===== src/rtl/pirq_pkg.sv =====
`timescale 1ns/1ps
package pirq_pkg;
    localparam int IRQ_N  = 8;
    localparam int LVL_W  = $clog2(IRQ_N);
    localparam int DW     = 8;
    localparam int BASE_W = DW - LVL_W;
    localparam int MODE_W = 3;

    // operation opcodes carried in bits 7:5 of an address-0 write
    localparam logic [2:0] OP_EOI_SCAN  = 3'b001;
    localparam logic [2:0] OP_EOI_NAMED = 3'b011;
    localparam logic [2:0] OP_ROT_SCAN  = 3'b101;
    localparam logic [2:0] OP_SET_PTR   = 3'b110;
    localparam logic [2:0] OP_ROT_NAMED = 3'b111;

    localparam logic [MODE_W-1:0] MODE_RESET = 3'b010;

    typedef enum logic [2:0] {
        ST_WAIT_CMD,
        ST_WAIT_BASE,
        ST_WAIT_CASC,
        ST_WAIT_OPT,
        ST_READY
    } init_st_e;

    typedef struct packed {
        init_st_e             st;
        logic [LVL_W-1:0]     ptr;
        logic [IRQ_N-1:0]     isr;
        logic [IRQ_N-1:0]     mask;
        logic [BASE_W-1:0]    base;
        logic [MODE_W-1:0]    mode;
        logic                 lvl_mode;
        logic                 single;
        logic                 need_opt;
        logic                 auto_eoi;
    } ctl_regs_t;
endpackage


===== src/rtl/pirq_edge.sv =====
`timescale 1ns/1ps
module pirq_edge
    import pirq_pkg::*;
#(
    parameter int N = IRQ_N
) (
    input  logic         clk,
    input  logic         rst_n,
    input  logic [N-1:0] irq_in,
    input  logic [N-1:0] clr,
    input  logic         level_mode,
    output logic [N-1:0] req_o
);
    typedef struct packed {
        logic [N-1:0] prev;
        logic [N-1:0] latch;
    } edge_regs_t;

    edge_regs_t q, d;
    logic [N-1:0] rise;

    always_comb begin
        rise    = irq_in & ~q.prev;
        d.prev  = irq_in;
        // a fresh rise wins over a clear in the same cycle
        d.latch = (q.latch & ~clr) | rise;
        req_o   = level_mode ? irq_in : (q.latch & irq_in);
    end

    always_ff @(posedge clk) begin
        if (!rst_n) begin
            q <= '0;
        end else begin
            q <= d;
        end
    end

    // every rising input is held in the latch one cycle later
    p_rise_kept_r13: assert property (@(posedge clk) disable iff (!rst_n)
        (|rise) |=> ((q.latch & $past(rise)) == $past(rise)));
endmodule


===== src/rtl/pirq_scan.sv =====
`timescale 1ns/1ps
module pirq_scan
    import pirq_pkg::*;
#(
    parameter int N = IRQ_N,
    parameter int W = LVL_W
) (
    input  logic [W-1:0] start,
    input  logic [N-1:0] block,
    input  logic [N-1:0] want,
    output logic         hit,
    output logic [W-1:0] lvl
);
    logic         stop;
    logic [W-1:0] idx;

    always_comb begin
        hit  = 1'b0;
        lvl  = '0;
        stop = 1'b0;
        idx  = '0;
        for (int k = 0; k < N; k++) begin
            idx = start + k[W-1:0];
            if (!stop && !hit) begin
                if (block[idx]) begin
                    stop = 1'b1;
                end else if (want[idx]) begin
                    hit = 1'b1;
                    lvl = idx;
                end
            end
        end
    end
endmodule


===== src/rtl/pirq_ctrl.sv =====
`timescale 1ns/1ps
module pirq_ctrl
    import pirq_pkg::*;
(
    input  logic             clk,
    input  logic             rst_n,
    input  logic             wr_en,
    input  logic             rd_en,
    input  logic             addr,
    input  logic [DW-1:0]    wdata,
    output logic [DW-1:0]    rdata,
    input  logic [IRQ_N-1:0] irq_in,
    output logic             int_o,
    input  logic             ack_i,
    output logic [DW-1:0]    vector_o
);
    ctl_regs_t q, d;

    logic [IRQ_N-1:0] req;
    logic [IRQ_N-1:0] latch_clr;
    logic             cand_hit;
    logic [LVL_W-1:0] cand_lvl;
    logic             eoi_hit;
    logic [LVL_W-1:0] eoi_lvl;
    logic             poll;
    logic             take;
    logic [LVL_W-1:0] wl;

    pirq_edge #(.N(IRQ_N)) u_edge (
        .clk        (clk),
        .rst_n      (rst_n),
        .irq_in     (irq_in),
        .clr        (latch_clr),
        .level_mode (q.lvl_mode),
        .req_o      (req)
    );

    // level to serve: pending, unmasked, not behind an in-service level
    pirq_scan #(.N(IRQ_N), .W(LVL_W)) u_cand (
        .start (q.ptr),
        .block (q.isr),
        .want  (req & ~q.mask),
        .hit   (cand_hit),
        .lvl   (cand_lvl)
    );

    // first in-service level in rotating order, for the scanning EOI forms
    pirq_scan #(.N(IRQ_N), .W(LVL_W)) u_eoi (
        .start (q.ptr),
        .block ('0),
        .want  (q.isr),
        .hit   (eoi_hit),
        .lvl   (eoi_lvl)
    );

    always_comb begin
        d         = q;
        latch_clr = '0;
        poll      = q.mode[2];
        wl        = wdata[LVL_W-1:0];
        take      = ack_i | (rd_en & ~addr & poll);

        if (take && cand_hit) begin
            latch_clr[cand_lvl] = 1'b1;
            if (!q.auto_eoi) begin
                d.isr[cand_lvl] = 1'b1;
            end
        end

        if (wr_en) begin
            if (!addr) begin
                if (wdata[4]) begin
                    d.isr      = '0;
                    d.mask     = '0;
                    latch_clr  = '1;
                    d.lvl_mode = wdata[3];
                    d.single   = wdata[1];
                    d.need_opt = wdata[0];
                    d.st       = ST_WAIT_BASE;
                end else if (wdata[3]) begin
                    d.mode = wdata[MODE_W-1:0];
                end else begin
                    unique case (wdata[7:5])
                        OP_EOI_SCAN: begin
                            if (eoi_hit) d.isr[eoi_lvl] = 1'b0;
                        end
                        OP_EOI_NAMED: begin
                            d.isr[wl] = 1'b0;
                        end
                        OP_ROT_SCAN: begin
                            if (eoi_hit) begin
                                d.isr[eoi_lvl] = 1'b0;
                                d.ptr          = q.ptr + LVL_W'(1);
                            end
                        end
                        OP_SET_PTR: begin
                            d.ptr = wl;
                        end
                        OP_ROT_NAMED: begin
                            if (q.isr[wl]) begin
                                d.isr[wl]     = 1'b0;
                                latch_clr[wl] = 1'b1;
                                d.ptr         = q.ptr + LVL_W'(1);
                            end
                        end
                        default: ;
                    endcase
                end
            end else begin
                unique case (q.st)
                    ST_WAIT_BASE: begin
                        d.base = wdata[DW-1:LVL_W];
                        if (!q.single)     d.st = ST_WAIT_CASC;
                        else if (q.need_opt) d.st = ST_WAIT_OPT;
                        else               d.st = ST_READY;
                    end
                    ST_WAIT_CASC: begin
                        d.st = q.need_opt ? ST_WAIT_OPT : ST_READY;
                    end
                    ST_WAIT_OPT: begin
                        d.auto_eoi = wdata[1];
                        d.st       = ST_READY;
                    end
                    ST_READY: begin
                        d.mask = wdata;
                    end
                    default: ;
                endcase
            end
        end
    end

    always_comb begin
        int_o    = (q.st == ST_READY) && cand_hit && !poll;
        vector_o = (ack_i && cand_hit) ? {q.base, cand_lvl} : '0;
        if (addr) begin
            rdata = q.mask;
        end else if (poll) begin
            rdata = cand_hit ? {1'b1, {(DW-1-LVL_W){1'b0}}, cand_lvl} : '0;
        end else begin
            unique case (q.mode[1:0])
                2'b10:   rdata = req;
                2'b11:   rdata = q.isr & ~q.mask;
                default: rdata = '0;
            endcase
        end
    end

    always_ff @(posedge clk) begin
        if (!rst_n) begin
            q      <= '0;
            q.st   <= ST_WAIT_CMD;
            q.mode <= MODE_RESET;
        end else begin
            q <= d;
        end
    end

    // an acknowledged level enters service unless auto end-of-interrupt
    p_ack_serves_r5: assert property (@(posedge clk) disable iff (!rst_n)
        (ack_i && cand_hit && !q.auto_eoi && !wr_en) |=> q.isr[$past(cand_lvl)]);

    // a new in-service bit only ever follows an acknowledge or poll read
    p_isr_source_r5: assert property (@(posedge clk) disable iff (!rst_n)
        (|(q.isr & ~$past(q.isr))) |-> $past(take && cand_hit));

    // the initialisation command empties mask and in-service state
    p_init_clears_r6: assert property (@(posedge clk) disable iff (!rst_n)
        (wr_en && !addr && wdata[4]) |=> (q.isr == '0 && q.mask == '0 && !int_o));

    // a named end-of-interrupt leaves that level out of service
    p_named_eoi_r8: assert property (@(posedge clk) disable iff (!rst_n)
        (wr_en && !addr && wdata[7:3] == {OP_EOI_NAMED, 2'b00} && !take)
        |=> !q.isr[$past(wdata[LVL_W-1:0])]);

    // the pointer load takes the level field
    p_ptr_load_r9: assert property (@(posedge clk) disable iff (!rst_n)
        (wr_en && !addr && wdata[7:3] == {OP_SET_PTR, 2'b00}) |=> q.ptr == $past(wdata[LVL_W-1:0]));

    // a mask write in the ready state is read back
    p_mask_load_r12: assert property (@(posedge clk) disable iff (!rst_n)
        (wr_en && addr && q.st == ST_READY) |=> q.mask == $past(wdata));
endmodule


===== config.mk =====
export PLATFORM = sky130hd
export DESIGN_NAME = pirq_ctrl
export DESIGN_NICKNAME = d
export VERILOG_FILES = /design/src/rtl/pirq_pkg.sv /design/src/rtl/pirq_edge.sv /design/src/rtl/pirq_scan.sv /design/src/rtl/pirq_ctrl.sv
export SDC_FILE = /design/constraint.sdc
export NUM_CORES = 1
export LEC_CHECK = 0
export BUFFER_PORTS_ARGS = -buffer_cell sky130_fd_sc_hd__clkbuf_2
export CORE_AREA = 2 2 119 121
export DETAILED_ROUTE_END_ITERATION = 7
export DIE_AREA = 0 0 121 123
export PLACE_DENSITY = 0.66
export SYNTH_ARGS = -nofsm -noshare
export SYNTH_HDL_FRONTEND = slang
export SYNTH_HIERARCHICAL = 1
export SYNTH_SLANG_ARGS = --single-unit

===== constraint.sdc =====
create_clock -name clk -period 5.25 [get_ports clk]
set_clock_uncertainty 0.2 [all_clocks]
set_input_delay 0.7875 -clock clk [delete_from_list [all_inputs] [get_ports clk]]
set_output_delay 0.7875 -clock clk [all_outputs]
set_load 0.02 [all_outputs]

; ---- After elaboration in Yosys (flattened, before gate mapping)
; Memories as Yosys holds them, arrays and structs flattened. A register that Yosys moved wholly into a read port is not among the register bits.
; Index checks and enable logic that the tools add are counted.
; Widths: inputs -> output; s select.
[op_classes]
order_cmp = 14
n_bitwise = 21
muxes = 207
reduce_logical = 59
add_sub_neg = 7
n_eq_ne = 15
[ops]
columns = operator, count
row1 = $mux 8, 21
row2 = $mux 3, 55
row3 = $mux 1, 101
row4 = $and 8x8->8, 7
row5 = $bmux 1 s3, 17
row6 = $lt 3x4->1 const B, 11
row7 = $not 8->8, 5
row8 = $pmux 8 s4, 1
row9 = $logic_not 1->1, 29
row10 = $mux 28, 1
row11 = $or 8x8->8, 3
row12 = $mux 11, 2
row13 = $logic_and 1x1->1, 21
row14 = $pmux 3 s3, 2
row15 = $pmux 8 s2, 1
row16 = $reduce_and 3->1, 5
row17 = $add 3x3->3 const B, 4
row18 = $eq 3x3->1 const B, 4
row19 = $mux 5, 2
row20 = $demux 1 s3, 3
row21 = $eq 3x2->1 const B, 3
row22 = $ge 3x1->1 const B, 3
row23 = $reduce_and 7->1, 1
row24 = $add 3x2->3 const B, 2
row25 = other kinds (13), 19
[word_totals]
output_inout_bits = 17
regBits = 50
elab_cells = 343
romBits = 64
input_bits = 22
memories = 8
[mem_list]
columns = name, words, word_bits, read_ports, rd_ports_with_merged_regs, wr, line_no
row1 = (name not given), 8, 1, 1, 0, 0, pirq_scan.sv:25  ; if (block[idx]) begin
row2 = (name not given), 8, 1, 1, 1, 0, pirq_scan.sv:25
row3 = (name not given), 8, 1, 1, 0, 0, pirq_scan.sv:25
row4 = (name not given), 8, 1, 1, 0, 0, pirq_scan.sv:25
row5 = (name not given), 8, 1, 1, 0, 0, pirq_scan.sv:25
row6 = (name not given), 8, 1, 1, 0, 0, pirq_scan.sv:25
row7 = 2 more memories, --, --, --, --, --, --

; ---- Longest topological paths before layout
; Gate-level depths: netlist (run 1).
[depth]
word_depth = 43
depth_mapped = 20
mapped_depth_nobuf = 16

; ---- Cells and area by module
; Netlist (run 1), hierarchy kept.
[by_module_without_submodules]
columns = module, area_each_um2, seq_area_each_um2, cells_per_inst, instances
row1 = pirq_ctrl, 2431.1, 680.7, 310, 1
row2 = pirq_scan at u_eoi, 1467.7, 0.0, 167, 1
row3 = pirq_scan at u_cand, 1462.7, 0.0, 181, 1
row4 = pirq_edge, 659.4, 320.3, 58, 1

; ---- Least setup slack after synthesis (run 1)
; No wires, ideal clock.
[synth_path]
path_kind = flip-flop to output port
startpoint = register, netlist name q[29]
endpoint = output port rdata[2]
slack_ps = 416
n_path_buf = 2
path_stages_with_launch = 14
arrival_time_ps = 3847
t_required_ps = 4263
cell_sequence = dfxtp_1 > clkinv_1 > ha_1 > buf_2 > buf_2 > mux2_1 > nor4b_1 > a211oi_1 > nor4b_2 > o21ai_1 > a21o_1 > nand4_1 > nand2_1 > o311ai_0
[synth_lines]
columns = element, line_no
row1 = end: declaration, pirq_ctrl.sv:11  ; output logic [DW-1:0] rdata,

; ---- Worst setup path in the final report (run 1)
[layout_path]
startpoint = input port irq_in[6]
endpoint = output port rdata[0]
[layout_between]
elab_chain_len = 31
word_cells_on_any_way = 99
classes_between = mux (77) / bitwise (2) / reduce/logical (20)
[layout_rtl]
columns = element, line_no
row1 = start: declaration, pirq_ctrl.sv:12  ; input logic [IRQ_N-1:0] irq_in,
row2 = $and 8x8->8, pirq_edge.sv:27  ; req_o = level_mode ? irq_in : (q.latch & irq_in);
row3 = $mux 8 (*), pirq_edge.sv:27
row4 = via req[6], pirq_ctrl.sv:19  ; logic [IRQ_N-1:0] req;
row5 = $and 8x8->8 (*), pirq_ctrl.sv:42  ; .want (req & ~q.mask),
row6 = $bmux 1 s3, pirq_scan.sv:27  ; end else if (want[idx]) begin
row7 = $mux 1 (implied by the code), pirq_scan.sv:27
row8 = $mux 1, pirq_scan.sv:27
row9 = $mux 1, pirq_scan.sv:25
row10 = [... 17 more ...], --
row11 = $mux 1, pirq_scan.sv:24  ; if (!stop && !hit) begin
row12 = $mux 1 or $logic_not 1->1 (tied branches), "pirq_scan.sv:27, pirq_scan.sv:24"
row13 = $mux 1 or $logic_and 1x1->1 (tied branches), "pirq_scan.sv:25, pirq_scan.sv:24"
row14 = $mux 1 (*), pirq_scan.sv:24
row15 = via cand_hit, pirq_ctrl.sv:21  ; logic cand_hit;
row16 = $mux 8 (*), pirq_ctrl.sv:139  ; rdata = cand_hit ? {1'b1, {(DW-1-LVL_W){1'b0}}, cand_lvl} : '0;
row17 = $mux 8 (*), pirq_ctrl.sv:138  ; end else if (poll) begin
row18 = $mux 8 (*), pirq_ctrl.sv:136  ; if (addr) begin
; Mark *: on every way through the listed nets, which the timed path passes. The rest lies on a longest branch. The select of a mux whose other input is x is not followed.

==> flow_summary.toml, run 1 <==
[synth]
syn_area_um2 = 6021
yosysTopAreaCellShare = 0.1663
syn_area_per_cell_um2 = 8.409
yosys_most_used_dff = "dfxtp_1"
synth_enable_flop_cells = 0
synth.largest_area_cell = "dfxtp_1"
synth_cells = 716
seq_area_frac_synth = 0.1663
yosysUniqueCellTypes = 87
yosysWarnings = 6
ys_ff_latch = 50
synth_area_leaders = "dfxtp_1, mux4_2, mux2i_1"
ys_async_sr_fraction = 0

[sta]
fin_crit_sh = 0.9482
hold_violations = 0
final.setup.tns_ps = 0
setup_viol = 0
maxSlewHeadroom = 0.4260
finalMaxSlewViolations = 0
period_needed_ps = 4978
tightest_slew_ps = 859.8
fin_ws_ps = 272.0
fmax_mhz = 200.9
rsz0062_at_grt = "no"

[power_and_ir_drop]
ir_drop_v = 0.0001506
pwr-share-clk = 0.294
power_mw = 1.165
p_sw_uw = 422.6
leakagePower_nw = 2.445
swShare = 0.3628
pwr_density_cell_nw_per_um2 = 175.3
intPower_uw = 742.1
combinationalPowerShare = 0.346
power_frac_seq = 0.361

[routing]
post_drt_wl_per_cell_um = 18.92
drt_iter0_drc = 668
viasPerCell = 6.189
wl_um = 18130
first_pass_iters = 5
drc = 0
ant_nets = 0
vias = 5929

[final_layout]
nets = 804
area_growth_pct = 10.33
antennaDiodeCount = 0
final_layout_size_suffix_gt1_frac = 0.2005

[clock_network]
numCtsBuffers = 5
hold_buffers = 0
htree_levels = 2
cts.sinks = 50
path_clk_slew_ps = 80
insertion_delay_ps = 300
cts_tree = "yes"
clockBufferDepth = 2
cts_root_buffer = "clkbuf_16"

[setup_path]
critPathCaptureType = "output pin"
critPathMaxFanout = 13
worstSetupPathType = "primary input to output pin"
critPathTopFamily = "compound AO/OA/AOI/OAI gates"
worstPathRequired_ps = 4260
cpPeakStageDelay_ps = 600
crit_path_cell_trace = "clkbuf_2 -> o21a_1 -> inv_1 -> nor2_1 -> nor2_1 -> mux4_2 -> a211oi_1 -> nor4_1 -> o211ai_1 -> nand4_1 -> buf_4 -> nand3_1 -> o221ai_1 -> clkbuf_2"
start_kind = "primary input"
crit_slowest_cell = "a211oi_1"
r2r_slack_ps = 680
worstPathArrival_ps = 3990
cp_num_buf_inv = 4

[floorplan]
dieArea_um2 = 14880
die-height_um = 123
core_um2 = 13610
initial_core_util = 0.4423
row_count = 43
die_w_um = 121
io_pins = 39

[global_routing]
grt_pass1_wl_um = 29240
grt_overflow_total = 0
grtUsageTotal = 0.2445
antenna_found_initial = 0
grt_max_degree = 46
grt_pass1_vias = 5695

[placed_design]
hpwlAfterDp_um = 13460
routabilityCongestion = 0.9606
pre_cts_ws_ps = 428.4
port_buffers = 38

[flow_run]
max_cap_violations = 0

[status]
outcome = "complete, no violations"

[worst_hold_path]
hold_path_class = "flop to flop"
[synthesized netlist by cell type (5+ instances only)]
library cell,instances
nor3b_1,10
nand3b_1,7
or2b_1,10
a211oi_1,7
and2_2,8
o221ai_1,5
mux2_2,15
o21ai_1,16
a21oi_1,15
nor2_1,51
buf_6,8
o21ai_0,13
nor3_1,12
mux2i_1,61
nand3_1,12
and3b_1,6
nor2b_1,30
mux4_2,31
inv_1,17
ha_1,5
dfxtp_1,50
o22ai_1,10
clkbuf_1,21
a21oi_2,8
nand2_1,54
a21o_1,6
nor4_1,6
and2_1,7
nand4_1,9
a21boi_0,5
a21boi_2,8
buf_2,13
o21a_1,15
nand2b_1,25
a22oi_1,11
a31oi_1,13
and3_1,26
o2111ai_1,5
[metrics by stage]
step / cell area [um2] / utilization / hold slack, ps / std cells
global placement: 6467 / 0.4751 / 269.5 / 950
detailed placement: 6467 / 0.4751 / 281.2 / 950
global route: 6643 / 0.4880 / 305.5 / 958
floorplan: 6197 / - / 240.1 / 763
CTS: 6621 / 0.4864 / 291.1 / 958
finish: 6643 / 0.4880 / 289.8 / 958
[cells in the final DEF (no fill, tap or decap), types with 9 or more instances in the layout]
cell type,netlist,routed
mux2_2,15,15
inv_1,17,17
or2b_1,10,10
clkbuf_2,0,38
conb_1,1,48
o21a_1,15,15
a22oi_1,11,11
nand3_1,12,12
a31oi_1,13,13
nor2_1,51,51
nor2b_1,30,30
o21ai_1,16,16
o21ai_0,13,13
mux4_2,31,31
o22ai_1,10,10
mux2i_1,61,61
nand2_1,54,54
dfxtp_1,50,48
nor3_1,12,12
and3_1,26,26
buf_4,3,18
nand2b_1,25,25
nand4_1,9,9
nor3b_1,10,10
a21oi_1,15,15
[cell type report]
cell class,instances,area [um2]
tap,180,225.2
timing repair buffer,56,325.3
multi-input combinational,642,4852
inverter,22,82.58
sequential,50,1003
clock buffer,5,125.1
fill,1288,6969
clock inverter,3,28.78
[worst register-to-register path: stages, from the launching register on]
cell and delay [ps]:
dfxtp_1 350, clkinv_1 250, ha_4 430, buf_4 260
nor3b_1 100, a2111oi_0 450, nor4bb_1 190, a31o_1 210
nor4_1 330, o211ai_1 190, nand4_1 190, buf_4 210
o21ai_1 130, nor3b_1 510, a21oi_1 130, o21ai_1 140
nand2b_1 150, a21boi_2 50
[repair_timing]
item,in CTS,in global routing
buffers inserted,0,0
setup endpoints to repair,0,5
resized for setup,0,4
[worst paths after layout]
path                                start           to  cells past startpoint
worst max-delay path            irq_in[6]     rdata[0]                     14
worst min-delay path                 q[1]         q[1]                      2
worst max register to register      q[29]  u_edge/q[2]                     17
worst min register to register       q[1]         q[1]                      2
[state kept, by name, indices dropped and copies added (netlist names)]
name	cells
poll	1
q	33
u_edge/q	16
[logic make-up after synthesis]
family / share of synthesized area
other: 0.0006228
muxes: 0.2529
AOI/OAI and AO/OA: 0.2157
xor gates and xnor gates: 0.009977
buffers and inverters: 0.06068
and+or+nand+nor: 0.2835
DFF: 0.1663
adders and majority gates: 0.01039
[metal layers]
metal / up-vias / global-route usage / part of all wire
met5: - / 0 / 0
met4: 0 / 0.07776 / 0.020
met3: 34 / 0.03090 / 0.066
met2: 249 / 0.4077 / 0.49
met1: 2864 / 0.3300 / 0.43
li1: 2782 / - / -
[power by group through the flow]
stage / clock (mW) / sequential [mW] / combinational (mW)
floorplan: 0 / 0.417 / 0.286
global placement: 0 / 0.427 / 0.385
detailed placement: 0 / 0.428 / 0.389
CTS: 0.345 / 0.419 / 0.391
global route: 0.360 / 0.422 / 0.438
finish: 0.342 / 0.420 / 0.403
No activity file was read; power rests on OpenSTA's default activity.
==> run 2: changes to the inputs <==
--- a/config.mk
+++ b/config.mk
@@ -7,9 +7,11 @@
 export LEC_CHECK = 0
 export BUFFER_PORTS_ARGS = -buffer_cell sky130_fd_sc_hd__clkbuf_2
 export CORE_AREA = 2 2 119 121
+export CTS_BUF_LIST = sky130_fd_sc_hd__clkbuf_2 sky130_fd_sc_hd__clkbuf_4 sky130_fd_sc_hd__clkbuf_8
 export DETAILED_ROUTE_END_ITERATION = 7
 export DIE_AREA = 0 0 121 123
 export PLACE_DENSITY = 0.66
+export RECOVER_POWER = 100
 export SYNTH_ARGS = -nofsm -noshare
 export SYNTH_HDL_FRONTEND = slang
 export SYNTH_HIERARCHICAL = 1
==> run 2 against run 1 <==
  * Core utilization fell by 0.70 points
  * Critical path depth down 1
  * Fmax is 0.35% higher
  * The run now ends with max-capacitance violations, max-slew violations left
  * Cell count unchanged
  * Largest power group unchanged
  * Largest cell class unchanged
  * First-iteration DRC count decreased by 1.0%
==> flow_summary.toml, run 2 (same netlist as run 1, synthesis figures left out) <==
[final_layout]
final_cell_area_um2 = 6548
largest_register_ff_count = 33
finalNonFillerCells = 958
area_growth_pct = 8.749
fillCellCount = 1310
finish.utilization = 0.4810
nets = 804
antennaDiodeCount = 0
top_register = "q"
final_common_cell = "mux2i_1"
layout_common_cells = "mux2i_1, nand2_1, nor2_1, dfxtp_1, conb_1"
final_layout_size_suffix_gt1_frac = 0.1748

[routing]
first_pass_iters = 5
viasPerCell = 6.236
post_drt_wl_per_cell_um = 18.95
vias = 5974
ant_nets = 0
drt_iter0_drc = 661
drc = 0
wl_um = 18160

[global_routing]
grt_overflow_total = 0
grt_max_degree = 46
grt_pass1_vias = 5623
antenna_found_initial = 0
grtUsageTotal = 0.2432
grt_pass1_wl_um = 29170

[setup_path]
cp_num_buf_inv = 3
crit_path_cell_trace = "buf_4 -> ha_2 -> xnor2_1 -> nor4b_1 -> a211oi_2 -> nor4b_2 -> o21ai_1 -> a21o_1 -> nand4_1 -> buf_4 -> nand3_1 -> o221ai_1 -> clkbuf_1"
critPathCaptureType = "output pin"
cpPeakStageDelay_ps = 500
worstPathArrival_ps = 3970
critPathMaxFanout = 32
worstSetupPathType = "flop to output pin"
crit_slowest_cell = "ha_2"
cpMostUsedCell = "buf_4"
critPathTopFamily = "simple AND/OR/NAND/NOR gates"
start_kind = "flop"
worstPathRequired_ps = 4260

[clock_network]
clockBufferDepth = 2
path_clk_slew_ps = 110
cts.sinks = 50
insertion_delay_ps = 310
hold_buffers = 0
htree_levels = 2
cts_tree = "yes"
cts_root_buffer = "clkbuf_8"
numCtsBuffers = 5

[worst_hold_path]
hold_path_class = "flop to flop"

[placed_design]
routabilityCongestion = 0.9606
pre_cts_ws_ps = 428.4
port_buffers = 38
dpl-instance-area_um2 = 6467
dp_cells = 950
hpwlAfterDp_um = 13460

[sta]
final.setup.tns_ps = 0
fmax_mhz = 201.6
tightest_slew_ps = 1568
maxSlewHeadroom = -0.04555
fin_crit_sh = 0.9449
rsz0062_at_grt = "no"
fin_ws_ps = 289.4
hold_violations = 0
finalMaxSlewViolations = 46
holdWs_ps = 295.7
setup_viol = 0
period_needed_ps = 4961

[power_and_ir_drop]
power_mw = 1.064
ir_drop_v = 0.0001225
leakagePower_nw = 2.364
pwr_density_cell_nw_per_um2 = 162.5

[floorplan]
dieArea_um2 = 14880
row_count = 43
die_w_um = 121
die-height_um = 123
core_um2 = 13610
initial_core_util = 0.4423
io_pins = 39

[flow_run]
max_cap_violations = 1

[status]
violations = "max-capacitance violations, max-slew violations"
outcome = "complete, but fails checks"
-- run 2: cell types whose count changed in the layout (fill, tap and decap cells not counted), moves of 5 or more --
cell | before | now
clkbuf_2 | 38 | 23
clkbuf_8 | 0 | 5
clkbuf_1 | 0 | 16
o21ai_1 | 16 | 11
o21ai_0 | 13 | 18
clkbuf_16 | 5 | 0
-- run 2: final timing paths --
path / cells after the start / end / slack (ps) / from
worst min-delay path: 2 / u_edge/q[3] / 300 / u_edge/q[11]
worst min register to register: 2 / u_edge/q[3] / 300 / u_edge/q[11]
worst max register to register: 15 / q[29] / 450 / q[29]
worst max-delay path: 13 / rdata[0] / 290 / q[29]
-- run 2: timing repair --
item                                    4_1_cts  5_1_grt
endpoints found under the setup margin        0        5
resized for setup                             0        6
buffers inserted                              0        0
-- run 2: where the power goes --
part           internal (mW)  switching, mW  total (mW)
Combinational          0.161          0.238       0.399
Sequential             0.395         0.0246       0.420
Clock                  0.100          0.146       0.246
Total                  0.656          0.408        1.06
-- run 2: per-layer routing --
| metal | up-vias | track usage | share of wire |
|---|---|---|---|
| li1 | 2783 | - | - |
| met1 | 2879 | 0.3320 | 0.43 |
| met2 | 276 | 0.4055 | 0.48 |
| met3 | 36 | 0.02860 | 0.068 |
| met4 | 0 | 0.07122 | 0.022 |
| met5 | - | 0 | 0 |
-- run 2: final cells by class --
class / count / area, um2 / area share
tap: 180 / 225.2 / 0.03440
timing repair buffer: 56 / 302.8 / 0.04624
sequential: 50 / 1003 / 0.1533
clock buffer: 5 / 68.82 / 0.01051
clock inverter: 3 / 28.78 / 0.004395
multi-input combinational: 642 / 4832 / 0.7380
inverter: 22 / 86.33 / 0.01319
-- run 2: worst reg2reg max path, delay by kind of cell, from the launching register on --
family / cells / cell delay, ps
flops: 1 / 400
compound gates: 3 / 460
fa+ha+maj: 1 / 350
mux: 2 / 950
buf+inv: 4 / 1110
simple gates: 5 / 1210
